File: src/rtl/amseq_pkg.sv
package amseq_pkg;
    localparam int SET_W = 4;
    localparam int HLD_W = 4;
    localparam int DAT_W = 8;
    localparam int REG_W = SET_W + HLD_W + DAT_W;
    localparam int CNT_W = DAT_W;

    typedef enum logic [2:0] {
        PH_IDLE  = 3'd0,
        PH_SETUP = 3'd1,
        PH_HOLD  = 3'd2,
        PH_DATA  = 3'd3,
        PH_DONE  = 3'd4
    } phase_e;

    typedef struct packed {
        logic [DAT_W-1:0] dat;
        logic [HLD_W-1:0] hld;
        logic [SET_W-1:0] set;
    } timing_t;
endpackage

File: src/rtl/amseq_cfg_reg.sv
module amseq_cfg_reg
    import amseq_pkg::*;
(
    input  logic             clk,
    input  logic             rst_n,
    input  logic             wr_en,
    input  logic [REG_W-1:0] wr_data,
    input  logic             sync_mode,
    output logic [REG_W-1:0] reg_out,
    output timing_t          eff
);
    timing_t reg_d, reg_q;

    always_comb begin
        reg_d = reg_q;
        if (wr_en) reg_d = timing_t'(wr_data);
    end

    always_ff @(posedge clk or negedge rst_n) begin
        if (!rst_n) reg_q <= '1;
        else        reg_q <= reg_d;
    end

    // Effective phase counts (length minus one); reserved zeros become one.
    always_comb begin
        eff = reg_q;
        if (reg_q.hld == '0) eff.hld = HLD_W'(1);
        if (reg_q.dat == '0) eff.dat = DAT_W'(1);
        if (sync_mode) begin
            eff.set = '0;
            eff.hld = HLD_W'(1);
            eff.dat = DAT_W'(1);
        end
    end

    assign reg_out = reg_q;
endmodule

File: src/rtl/amseq_strobe.sv
module amseq_strobe
    import amseq_pkg::*;
(
    input  phase_e phase,
    input  logic   is_write,
    input  logic   is_mux,
    output logic   cs_n,
    output logic   oe_n,
    output logic   we_n,
    output logic   adv_n,
    output logic   dq_oe,
    output logic   dq_addr
);
    always_comb begin
        cs_n    = 1'b1;
        oe_n    = 1'b1;
        we_n    = 1'b1;
        adv_n   = 1'b1;
        dq_oe   = 1'b0;
        dq_addr = 1'b0;
        unique case (phase)
            PH_SETUP: begin
                cs_n    = 1'b0;
                adv_n   = 1'b0;
                dq_oe   = is_mux;
                dq_addr = 1'b1;
            end
            PH_HOLD: begin
                cs_n    = 1'b0;
                dq_oe   = is_mux;
                dq_addr = 1'b1;
            end
            PH_DATA: begin
                cs_n  = 1'b0;
                oe_n  = is_write;
                we_n  = !is_write;
                dq_oe = is_write;
            end
            default: ;
        endcase
    end
endmodule

File: src/rtl/amseq_top.sv
module amseq_top
    import amseq_pkg::*;
#(
    parameter int ADDR_W = 16,
    parameter int DATA_W = 16
) (
    input  logic              clk,
    input  logic              rst_n,
    input  logic              cfg_we,
    input  logic [REG_W-1:0]  cfg_wdata,
    output logic [REG_W-1:0]  cfg_rdata,
    input  logic              mux_en,
    input  logic              sync_mode,
    input  logic              req_valid,
    input  logic              req_write,
    input  logic [ADDR_W-1:0] req_addr,
    input  logic [DATA_W-1:0] req_wdata,
    output logic              req_ready,
    output logic              done,
    output logic [DATA_W-1:0] rdata,
    output logic              mem_cs_n,
    output logic              mem_oe_n,
    output logic              mem_we_n,
    output logic              mem_adv_n,
    output logic [ADDR_W-1:0] mem_addr,
    output logic [DATA_W-1:0] mem_dq_out,
    output logic              mem_dq_oe,
    input  logic [DATA_W-1:0] mem_dq_in
);
    typedef struct packed {
        phase_e            phase;
        logic [CNT_W-1:0]  cnt;
        logic              wr;
        logic              mux;
        timing_t           tim;
        logic [ADDR_W-1:0] addr;
        logic [DATA_W-1:0] wdata;
        logic [DATA_W-1:0] rdata;
    } state_t;

    state_t  s_d, s_q;
    timing_t eff;
    logic    dq_addr;

    amseq_cfg_reg u_cfg (
        .clk       (clk),
        .rst_n     (rst_n),
        .wr_en     (cfg_we),
        .wr_data   (cfg_wdata),
        .sync_mode (sync_mode),
        .reg_out   (cfg_rdata),
        .eff       (eff)
    );

    amseq_strobe u_strobe (
        .phase    (s_q.phase),
        .is_write (s_q.wr),
        .is_mux   (s_q.mux),
        .cs_n     (mem_cs_n),
        .oe_n     (mem_oe_n),
        .we_n     (mem_we_n),
        .adv_n    (mem_adv_n),
        .dq_oe    (mem_dq_oe),
        .dq_addr  (dq_addr)
    );

    always_comb begin
        s_d = s_q;
        unique case (s_q.phase)
            PH_IDLE: begin
                if (req_valid) begin
                    s_d.phase = PH_SETUP;
                    s_d.cnt   = CNT_W'(eff.set);
                    s_d.tim   = eff;
                    s_d.wr    = req_write;
                    s_d.mux   = mux_en;
                    s_d.addr  = req_addr;
                    s_d.wdata = req_wdata;
                end
            end
            PH_SETUP: begin
                if (s_q.cnt != '0) begin
                    s_d.cnt = s_q.cnt - 1'b1;
                end else if (s_q.mux) begin
                    s_d.phase = PH_HOLD;
                    s_d.cnt   = CNT_W'(s_q.tim.hld);
                end else begin
                    s_d.phase = PH_DATA;
                    s_d.cnt   = CNT_W'(s_q.tim.dat);
                end
            end
            PH_HOLD: begin
                if (s_q.cnt != '0) begin
                    s_d.cnt = s_q.cnt - 1'b1;
                end else begin
                    s_d.phase = PH_DATA;
                    s_d.cnt   = CNT_W'(s_q.tim.dat);
                end
            end
            PH_DATA: begin
                if (s_q.cnt != '0) begin
                    s_d.cnt = s_q.cnt - 1'b1;
                end else begin
                    s_d.phase = PH_DONE;
                    if (!s_q.wr) s_d.rdata = mem_dq_in;
                end
            end
            PH_DONE:  s_d.phase = PH_IDLE;
            default:  s_d.phase = PH_IDLE;
        endcase
    end

    always_ff @(posedge clk or negedge rst_n) begin
        if (!rst_n) begin
            s_q       <= '0;
            s_q.phase <= PH_IDLE;
        end else begin
            s_q <= s_d;
        end
    end

    assign req_ready  = (s_q.phase == PH_IDLE);
    assign done       = (s_q.phase == PH_DONE);
    assign rdata      = s_q.rdata;
    assign mem_addr   = s_q.addr;
    assign mem_dq_out = dq_addr ? DATA_W'(s_q.addr) : s_q.wdata;
endmodule

File: config.mk
export PLATFORM = sky130hd
export DESIGN_NAME = amseq_top
export DESIGN_NICKNAME = d
export VERILOG_FILES = /design/src/rtl/amseq_pkg.sv /design/src/rtl/amseq_cfg_reg.sv /design/src/rtl/amseq_strobe.sv /design/src/rtl/amseq_top.sv
export SDC_FILE = /design/constraint.sdc
export NUM_CORES = 1
export LEC_CHECK = 0
export CAP_MARGIN = 20
export CORE_MARGIN = 2
export CORE_UTILIZATION = 45
export CTS_CLUSTER_SIZE = 25
export DETAILED_ROUTE_END_ITERATION = 12
export DONT_BUFFER_PORTS = 1
export GPL_TIMING_DRIVEN = 0
export PLACE_DENSITY = 0.59
export SLEW_MARGIN = 20
export SYNTH_ARGS = -nofsm -noshare
export SYNTH_HDL_FRONTEND = slang
export SYNTH_SLANG_ARGS = --single-unit
File: constraint.sdc
create_clock -name clk -period 1.9 [get_ports clk]
set_input_delay 0.095 -clock clk [delete_from_list [all_inputs] [get_ports clk]]
set_output_delay 0.095 -clock clk [all_outputs]
set_load 0.005 [all_outputs]
==> results.md <==
* Status: finished, violations left
* Violated checks: hold timing
* Layout area overhead at 27.4%
* Commonest non-fill, non-tap cell in the layout: mux2_2
* Diodes inserted at 0
* Core Area at 9280 um2
* Worst slew pin tran at 622 ps
* Initial antenna violation count at 0
* Largest area contributor in the netlist: dfrtp_1
* GR Overflow Total at 0
* Number of routed nets with antenna violations at 0
* Crit Path Max Fanout at 10
* Cell variety after synth at 47
* Skew final at 11.7 ps
* FILL cells at 800
* Final Power at 3.59 mW
* Initial detailed-routing violation count at 81
* Number of nets in the layout at 504
* Max clock buf depth at 2
* Synth Cell Area at 4330 um2
* Residual DRC at 0
* Top Ports at 142
* Final min period at 1830 ps
* Worst skew pair latency at 360 ps
* Pleak at 2.52 nW
* Sequential-to-total area share from yosys stat at 0.519
* Layout cells sized above 1 at 0.421
* Critical setup path kind: reg2reg
* Post-synth EDFFs at 0
* Largest cells by area after synthesis: dfrtp_1, mux2_2, dfstp_2
* Fin util at 0.594
* Drt via density at 5.20
* Vias in the first global route at 2956
* Std-Cell Rows at 35
* CTS tree: built
* Placed cell area at 4500 um2
* Fin Setup TNS at 0 ps
* Num CTS Buffers at 9
* Critical path cell sequence: inv_2 -> ha_4 -> nor4b_4 -> nand2_1 -> o21ai_2 -> buf_4 -> nor2_1 -> a22o_1
* IO Port Bufs at 0
* CP Capture Type: flop
* Req. time, crit path at 2140 ps
* Largest net degree at the start of global routing at 90
* Asr flop ratio synth at 1.00
* Routed wire per std cell at 17.2 um
* # clock sinks at 89
* Largest vdd supply drop at 0.382 mV
* Slew Limit Fails at 0
* Clk root buf: clkbuf_8
* Synth top area share at 0.422
* Drt first pass iters at 4
* Ys Warns at 0
* Total global-route track usage at 0.191
* WL final at 9720 um
* Pwr dens at 651 nW/um2
* Critical path launch point type: flop
* Initial core utilization at 0.466
* Final number of setup-violating endpoints at 0
* Post-DP HPWL at 6450 um
* Global-route wire length before repair at 15200 um
* H-Tree Depth at 3
* Crit share post-route at 0.961
* Detailed-route via count at 2946
* Min-Delay Path Class: in2async
* Die height at 102 um
* CTS Hold Bufs at 67
* WP data arrival at 2060 ps
* Gpl congestion at 0.819
* Fin Hold WS at -573 ps
* Full die area at 10400 um2
* Achievable Freq at 547 MHz
* Critical path's slowest cell: dfrtp_1
* Die X at 102 um
* Avg Cell Area, Syn at 12.4 um2
* Setup slack, reg-to-reg at 70 ps
* Slew headroom at 0.585
* Clock-pin transition on the worst setup and hold timing paths at 90 ps
* Max_cap viols at 0
* RSZ-0062 raised after global routing: true
* Register bit total from synthesis at 89
* Max incr delay on CP at 390 ps
* Post-Syn Instances at 349
* Top_reg_cell synth: dfrtp_1
* Hold Vio Cnt, Final at 89
* Synthesized net count at 421
* Most frequent cells in the layout: mux2_2, dfrtp_1, dlygate4sd3_1, buf_4, nor2_1
* Fin area at 5510 um2
## flip-flops by register name, summed over array words and instances, names as in the netlist
signal,cells
s_q,41
u_cfg.reg_out,16
rdata,16
mem_addr,16
## critical path, delay by kind of cell (launching register included)
family          cells  cell delay (ps)
compound gates      2              410
simple gates        3              480
fa+ha+maj           1              160
buf+inv             2              280
flops               1              390
## cell type report
| cell class | instances | area [um2] | area share |
|---|---|---|---|
| buffer | 46 | 337 | 0.0611 |
| clock buffer | 11 | 141 | 0.0257 |
| tap | 129 | 161 | 0.0293 |
| clock inverter | 5 | 62.6 | 0.0114 |
| multi-input combinational | 203 | 1780 | 0.322 |
| timing repair buffer | 75 | 751 | 0.136 |
| sequential | 89 | 2250 | 0.408 |
| inverter | 8 | 31.3 | 0.00568 |
## synth_stat cells (4+ instances only)
cell type  number
dfrtp_1        73
mux2_2         72
buf_4          34
nor2_1         17
dfstp_2        16
nand2_1        16
a21oi_1        13
mux2_4         10
o21ai_0        10
a22o_1          9
nor3_1          9
clkbuf_1        7
inv_1           7
and2_1          4
buf_2           4
## per-layer routing
layer  routed length [um]  vias to the layer above  GRT usage
met5                    0                        -          0
met4                  119                        0     0.0615
met3                  499                        9     0.0424
met2                 4660                       96      0.314
met1                 4440                     1469      0.254
li1                     -                     1372          -
## timing repair
action                                  4_1_cts  5_1_grt
endpoints found under the setup margin       80       51
pin swaps                                     2        5
hold endpoints to repair                    156       89
resized for setup                            15       17
setup buffers                                 6        2
## cell families (layout without fill, tap and decap cells)
kind of cell    after synthesis  count (layout)  synth area share
compound gates               57              57            0.0888
flops                        89              89             0.519
xor+xnor                      1               1           0.00202
simple gates                 59              59            0.0706
mux                          85              85             0.229
fa+ha+maj                     1               1           0.00289
buf+inv                      57             145            0.0873
## path summary, 6_finish.rpt
check | from | to | cells after the start
max in group asynchronous | rst_n | u_cfg.reg_out[15]$_DFFE_PN1P_ | 0
setup / recovery | s_q[66]$_DFFE_PN0P_ | s_q[67]$_DFFE_PN0P_ | 8
min in group clk | sync_mode | s_q[68]$_DFFE_PN0P_ | 3
hold / removal | rst_n | rdata[10]$_DFFE_PN0P_ | 0
hold reg to reg | s_q[21]$_DFFE_PN0P_ | s_q[21]$_DFFE_PN0P_ | 1
setup reg to reg | s_q[66]$_DFFE_PN0P_ | s_q[67]$_DFFE_PN0P_ | 8
## power by group
part	internal [mW]	switching, mW
combinational	0.165	0.0562
sequential	1.97	0.0504
clock	0.652	0.692
total	2.79	0.799
## through the flow
step | instances | setup WS [ps] | hold WS [ps]
after floorplan | 349 | 10.4 | -201
final | 566 | 73.2 | -573
after global placement | 478 | -359 | -198
after global routing | 566 | -66.4 | -612
after detailed placement | 478 | -399 | -198
after CTS | 566 | 6.03 | -598
Power figures use the tool's default switching activity.
